--- config.mk ---
export PLATFORM = sky130hd
export DESIGN_NAME = bpv_injector
export DESIGN_NICKNAME = d
export VERILOG_FILES = /design/src/rtl/bpv_pkg.sv /design/src/rtl/bpv_rise_detect.sv /design/src/rtl/bpv_arm_fsm.sv /design/src/rtl/bpv_ami_encoder.sv /design/src/rtl/bpv_injector.sv
export SDC_FILE = /design/constraint.sdc
export NUM_CORES = 1
export LEC_CHECK = 0
export BUFFER_PORTS_ARGS = -buffer_cell sky130_fd_sc_hd__buf_2
export CAP_MARGIN = 20
export CORE_MARGIN = 5
export CORE_UTILIZATION = 25
export DETAILED_ROUTE_END_ITERATION = 10
export HOLD_SLACK_MARGIN = 0.15
export PLACE_DENSITY = 0.44
export SYNTH_ARGS = -nofsm -noshare
export SYNTH_HDL_FRONTEND = slang
export SYNTH_SLANG_ARGS = --single-unit
--- constraint.sdc ---
create_clock -name clk -period 2.5 [get_ports clk]
set_clock_uncertainty 0.15 [all_clocks]
set_input_delay 0.25 -clock clk [delete_from_list [all_inputs] [get_ports clk]]
set_output_delay 0.25 -clock clk [all_outputs]
set_load 0.01 [all_outputs]
--- src/rtl/bpv_pkg.sv ---
package bpv_pkg;

    // Injector control states
    typedef enum logic {
        ST_IDLE  = 1'b0,   // not armed
        ST_ARMED = 1'b1    // armed, counting ones toward the violation
    } inj_state_t;

    // Line pulse pair for one bit period
    typedef struct packed {
        logic pos;
        logic neg;
    } pulse_t;

endpackage

--- src/rtl/bpv_rise_detect.sv ---
module bpv_rise_detect (
    input  logic clk,
    input  logic rst_n,
    input  logic level_in,
    output logic rise
);

    logic level_q;

    // Remembered level clears to 0, so a high level at reset release is an edge
    always_ff @(posedge clk or negedge rst_n) begin
        if (!rst_n) begin
            level_q <= 1'b0;
        end else begin
            level_q <= level_in;
        end
    end

    assign rise = level_in & ~level_q;

endmodule

--- src/rtl/bpv_arm_fsm.sv ---
module bpv_arm_fsm
    import bpv_pkg::*;
#(
    parameter int RUN_LEN = 3
) (
    input  logic clk,
    input  logic rst_n,
    input  logic bit_en,
    input  logic data_in,
    input  logic arm_edge,
    output logic armed,
    output logic fire
);

    localparam int CNT_W = $clog2(RUN_LEN + 1);
    localparam logic [CNT_W-1:0] LAST_IDX = CNT_W'(RUN_LEN - 1);

    inj_state_t        state_q, state_d;
    logic [CNT_W-1:0]  cnt_q, cnt_d;
    logic              one_bit;

    assign one_bit = bit_en & data_in;

    // State register
    always_ff @(posedge clk or negedge rst_n) begin
        if (!rst_n) begin
            state_q <= ST_IDLE;
            cnt_q   <= '0;
        end else begin
            state_q <= state_d;
            cnt_q   <= cnt_d;
        end
    end

    // Next state, run count and fire strobe
    always_comb begin
        state_d = state_q;
        cnt_d   = cnt_q;
        fire    = 1'b0;
        unique case (state_q)
            ST_IDLE: begin
                if (arm_edge) begin                  // ARM
                    state_d = ST_ARMED;
                    cnt_d   = one_bit ? CNT_W'(1) : '0;
                end
            end
            ST_ARMED: begin                          // edges ignored here
                if (bit_en) begin
                    if (data_in && (cnt_q == LAST_IDX)) begin  // FIRE
                        fire    = 1'b1;
                        state_d = ST_IDLE;
                        cnt_d   = '0;
                    end else if (data_in) begin      // COUNT
                        cnt_d = cnt_q + CNT_W'(1);
                    end else begin
                        cnt_d = '0;
                    end
                end
            end
            default: begin
                state_d = ST_IDLE;
                cnt_d   = '0;
            end
        endcase
    end

    assign armed = (state_q == ST_ARMED);

endmodule

--- src/rtl/bpv_ami_encoder.sv ---
module bpv_ami_encoder
    import bpv_pkg::*;
(
    input  logic   clk,
    input  logic   rst_n,
    input  logic   bit_en,
    input  logic   data_in,
    input  logic   violate,
    output pulse_t pulse,
    output logic   inj_flag
);

    logic   last_pos_q;   // polarity of the most recent mark, 1 = positive
    logic   mark_pos;
    pulse_t pulse_d;

    // Violation repeats the previous polarity, a normal mark flips it
    always_comb begin
        mark_pos = violate ? last_pos_q : ~last_pos_q;
        if (data_in) begin
            pulse_d.pos = mark_pos;
            pulse_d.neg = ~mark_pos;
        end else begin
            pulse_d = '0;
        end
    end

    always_ff @(posedge clk or negedge rst_n) begin
        if (!rst_n) begin
            last_pos_q <= 1'b0;
            pulse      <= '0;
            inj_flag   <= 1'b0;
        end else if (bit_en) begin
            pulse    <= pulse_d;
            inj_flag <= violate;
            if (data_in) begin
                last_pos_q <= mark_pos;
            end
        end
    end

endmodule

--- src/rtl/bpv_injector.sv ---
module bpv_injector
    import bpv_pkg::*;
#(
    parameter int RUN_LEN = 3
) (
    input  logic clk,
    input  logic rst_n,
    input  logic bit_en,
    input  logic data_in,
    input  logic inject_req,
    output logic pos_out,
    output logic neg_out,
    output logic injected
);

    logic   req_rise;
    logic   armed;
    logic   fire;
    pulse_t pulse;

    bpv_rise_detect u_rise (
        .clk      (clk),
        .rst_n    (rst_n),
        .level_in (inject_req),
        .rise     (req_rise)
    );

    bpv_arm_fsm #(
        .RUN_LEN (RUN_LEN)
    ) u_fsm (
        .clk      (clk),
        .rst_n    (rst_n),
        .bit_en   (bit_en),
        .data_in  (data_in),
        .arm_edge (req_rise),
        .armed    (armed),
        .fire     (fire)
    );

    bpv_ami_encoder u_enc (
        .clk      (clk),
        .rst_n    (rst_n),
        .bit_en   (bit_en),
        .data_in  (data_in),
        .violate  (fire),
        .pulse    (pulse),
        .inj_flag (injected)
    );

    assign pos_out = pulse.pos;
    assign neg_out = pulse.neg;

endmodule

* After elaboration in Yosys (flattened, before gate mapping)
Cells that the tools add are included.
** Operators by class
- Multiplexer cells :: 15
- $add $sub $neg :: 1
- Equal/unequal tests :: 3
- Bitwise gates (word level) :: 6
- Reductions and logical operators :: 3
** Operators by type and width (count)
- $mux 2 :: 5
- $mux 1 :: 8
- $ne 2x2->1 const B :: 2
- $not 1->1 :: 4
- $pmux 2 s2 :: 1
- $reduce_and 2->1 :: 2
- $add 2x1->2 const B :: 1
- $and 1x1->1 :: 2
- $eq 2x2->1 const B :: 1
- $pmux 1 s2 :: 1
- $logic_and 1x1->1 :: 1
** Storage, ports and cells
- Bits in registers :: 8

* Logic depth before layout (Yosys ltp)
- Word-level depth :: 8
- Depth in mapped cells :: 5
- Gate-level depth less buffers :: 5

* Modules after synthesis
Synthesis repeated with hierarchy kept, for this count alone.
** Unflattened totals
- Cell total of the unflattened synthesis :: 33
- Area, all modules :: 367.9 um^2
** Modules (own cells, without submodules)
- bpv_ami_encoder :: seq. area each 100.1 um^2, times used 1, area an instance 165.2 um^2, cells an instance 13
- bpv_arm_fsm :: seq. area each 75.1 um^2, times used 1, area an instance 163.9 um^2, cells an instance 18
- bpv_rise_detect :: seq. area each 25.0 um^2, times used 1, area an instance 38.8 um^2, cells an instance 2

* Worst setup path before layout
No wires, ideal clock.
- Kind :: register to register
- Start :: register u_fsm.cnt_q[0]
- End :: register u_enc.pulse[1] (netlist name)
- Library setup time :: 120 ps
- Clock period less this slack :: 1367 ps
- Stages on the path, launching flop included :: 6
- Slack :: 1133 ps
- Data arrival time :: 1097 ps
- Data required time :: 2230 ps
- Cell sequence :: dfrtp_1 inv_1 ha_1 nand2_2 xor2_1 a31o_1
** Between the ends
- Word-level cells in the longest chain between the ends :: 7
** RTL lines
- from (decl) :: line bpv_arm_fsm.sv:19 : logic [CNT_W-1:0] cnt_q, cnt_d;
- from (signal assigned) :: line bpv_arm_fsm.sv:31 : cnt_q <= cnt_d;
- $eq 2x2->1 :: line bpv_arm_fsm.sv:49 : if (data_in && (cnt_q == LAST_IDX)) begin
- $logic_and 1x1->1 :: line bpv_arm_fsm.sv:49
- $mux 1 :: line bpv_arm_fsm.sv:49
- $mux 1 :: line bpv_arm_fsm.sv:48 : if (bit_en) begin
- $mux 1 :: line bpv_arm_fsm.sv:40 : unique case (state_q)
- $mux 1 :: line bpv_ami_encoder.sv:19 : mark_pos = violate ? last_pos_q : ~last_pos_q;
- $mux 2 :: line bpv_ami_encoder.sv:20 : if (data_in) begin
No other way between the ends.
A chain may end at the register's enable or synchronous reset.

* Final worst setup path
- Start :: register u_fsm.cnt_q[0]
- End :: register u_enc.pulse[1] (netlist name)
** Between the ends
- Word-level cells in the longest chain between the ends :: 7
** RTL lines (line)
- $eq 2x2->1 :: bpv_arm_fsm.sv:49
- $logic_and 1x1->1 :: bpv_arm_fsm.sv:49
- $mux 1 :: bpv_arm_fsm.sv:49
- $mux 1 :: bpv_arm_fsm.sv:48
- $mux 1 :: bpv_arm_fsm.sv:40
- $mux 1 :: bpv_ami_encoder.sv:19
- $mux 2 :: bpv_ami_encoder.sv:20
No other way between the ends.

==> impl_metrics.json <==
{
  "required_ns": 2.49,
  "clk_pin_slew_ns": 0.06,
  "io_buffers": 7,
  "fillers": 148,
  "dr.pass1.iters": 4,
  "fp-row-count": 13,
  "cts.sinks": 8,
  "synthFlopType": "dfrtp_1",
  "crit_start": "u_fsm.cnt_q[0]",
  "hp-class": "in2reg",
  "dieWidth_um": 48.4,
  "ys_seq_elements": 8,
  "synth_top_area_share": 0.544,
  "dieArea_mm2": 0.00234,
  "crit_family": "flip-flops",
  "syn_inst": 31,
  "min_period_over_period": 0.590,
  "seq_area_frac_synth": 0.544,
  "drive_above_1_share": 0.295,
  "period_minus_slack_ns": 1.48,
  "syn_area_um2": 368,
  "grt_pass1_vias": 311,
  "critPathCapture": "u_enc.pulse[1]",
  "status": "complete, no violations",
  "r2r_start": "u_fsm.cnt_q[0]",
  "synth_edf_count": 0,
  "place_congestion": 0.687,
  "max-clock-path-buffers": 2,
  "synth_nets": 37,
  "post_cts_buffers": 0,
  "worstPathMaxFanout": 4,
  "async_flop_share": 1.00,
  "rsz0062_at_grt": "false",
  "p_leak_nw": 0.222,
  "multi_input_area_um2": 153,
  "drt_iter0_drc": 7,
  "syn_to_final_growth_pct": 28.9,
  "regToRegEndpoint": "u_enc.pulse[1]",
  "ys_warn_count": 0,
  "vias": 275,
  "cp_num_buf_inv": 1,
  "track_usage": 0.0728,
  "arrival_ns": 1.46,
  "drc_errors": 0,
  "core_area_mm2": 0.00135,
  "numCtsBuffers": 3,
  "max-vdd-ir-drop_mv": 0.406,
  "wl_per_cell_um": 12.4,
  "num_antenna_cells": 0,
  "synth_area_leaders": "dfrtp_1 (54%), o311ai_2 (4.4%), inv_1 (4.1%)",
  "avgSynthCellArea_um2": 11.9,
  "synth_cell_type_count": 19,
  "nets": 52,
  "start_kind": "register",
  "worst_path_largest_cell_delay_ns": 0.40,
  "cp-end-kind": "register",
  "antenna_found_initial": 0,
  "worst_slew_pin_slew_ns": 0.287,
  "dp_hpwl_um": 583,
  "drv_cap": 0,
  "drtAntennaViolNets": 0,
  "overflow": 0,
  "io_pins": 8,
  "hold_slack_ns": 0.165,
  "cts_tree": "done",
  "crit_path_cell_trace": "inv_1 -> ha_1 -> nand2_2 -> xor2_1 -> a31o_1",
  "slowest_stage": "dfrtp_1",
  "grt_start_max_net_pins": 9,
  "tns_ns": 0,
  "clock.fmax_ghz": 0.678,
  "grt_pass1_wl_um": 1350,
  "wl_um": 733,
  "die_y_um": 48.4,
  "worstSkewPairLatency_ns": 0.25,
  "htreeDepth": 1,
  "total_power_uw": 472,
  "vias_per_cell": 4.66,
  "initial_core_util": 0.272,
  "cts_resized": 0,
  "slew_headroom": 0.808,
  "hold_viol_final": 0,
  "finalMaxSlewViolations": 0,
  "cp.depth": 5,
  "r2r_slack_ns": 1.02,
  "criticalPathCategory": "reg2reg",
  "clockRootBuffer": "clkbuf_4",
  "ff_latch_area_um2": 200,
  "yosysTopAreaCell": "dfrtp_1",
  "setup_viol": 0,
  "power_density_mw_per_mm2": 995,
  "reg2reg_depth": 5
}
[power by group]
part	total (mW)	switching (mW)	internal, mW	leakage [nW]
registers	0.209	0.0346	0.174	0.0982
logic	0.165	0.0802	0.0845	0.110
clock network	0.0979	0.0431	0.0549	0.0138
[state kept, by name, indices dropped and copies added, names as in the netlist]
| signal | flops |
|---|---|
| u_enc.inj_flag | 1 |
| u_fsm.armed | 1 |
| u_rise.level_q | 1 |
| u_enc.last_pos_q | 1 |
| u_enc.pulse | 2 |
| u_fsm.cnt_q | 2 |
[cell type report]
cell class / instances / share of cell area
Clock buffer: 3 / 0.0475
Sequential cell: 8 / 0.422
Timing Repair Buffer: 10 / 0.137
Tap cell: 15 / 0.0396
Inverter: 4 / 0.0317
Multi-Input combinational cell: 19 / 0.322
[through the flow]
| step | utilization | cell area, um^2 | cells | setup slack, ns |
|---|---|---|---|---|
| floorplan | - | 368 | 31 | 1.13 |
| global placement | 0.312 | 422 | 53 | 1.06 |
| detailed placement | 0.312 | 422 | 53 | 1.04 |
| CTS | 0.351 | 474 | 59 | 1.03 |
| global route | 0.351 | 474 | 59 | 0.947 |
| finish | 0.351 | 474 | 59 | 1.02 |
[per-layer routing]
metal,share of wire,GRT usage
met1,0.49,0.0863
met2,0.45,0.107
met3,0.059,0.0336
met4,0,0.0415
met5,0,0
[layout by cell type, fill, tap and decap left out]
master         count
and2b_1            1
xnor2_1            1
a21o_1             1
nor3_1             1
ha_1               1
inv_1              4
o311ai_2           1
o22a_1             1
nor2b_1            1
dlygate4sd3_1      3
mux2i_1            1
xor2_1             1
buf_2              7
a31o_1             1
o32ai_1            1
o21a_1             1
o22ai_1            2
nand2_2            2
clkbuf_4           3
dfrtp_1            8
nand2b_1           1
nand3_1            1
[cell families (layout without fill, tap and decap cells)]
kind of cell,count (synthesis),count (layout),synth area share
compound gates,8,8,0.191
xor+xnor,2,2,0.0476
fa+ha+maj,1,1,0.0340
buf+inv,4,17,0.0408
flops,8,8,0.544
mux,1,1,0.0272
simple gates,7,7,0.116
[synth_stat cells, drive strengths merged, types with 2 or more instances]
| cell | count |
|---|---|
| dfrtp | 8 |
| o22ai | 2 |
| inv | 4 |
| nand2 | 2 |
[repair_timing]
action | CTS | global route
hold endpoints to repair | 10 | 0
endpoints found under the setup margin | 0 | 0
hold buffers | 3 | 0
[how the worst min path moves through the flow]
| stage | slack, ns | cells after the start | from | endpoint |
|---|---|---|---|---|
| final | 0.17 | 2 | bit_en | u_enc.inj_flag |
| after global routing | 0.17 | 2 | bit_en | u_enc.inj_flag |
| after CTS | 0.16 | 2 | bit_en | u_enc.inj_flag |
| after detailed placement | -0.05 | 1 | rst_n | u_enc.inj_flag |
| after global placement | -0.05 | 1 | rst_n | u_enc.inj_flag |
| after floorplan | -0.20 | 0 | rst_n | u_enc.inj_flag |
Power figures use the tool's default switching activity.
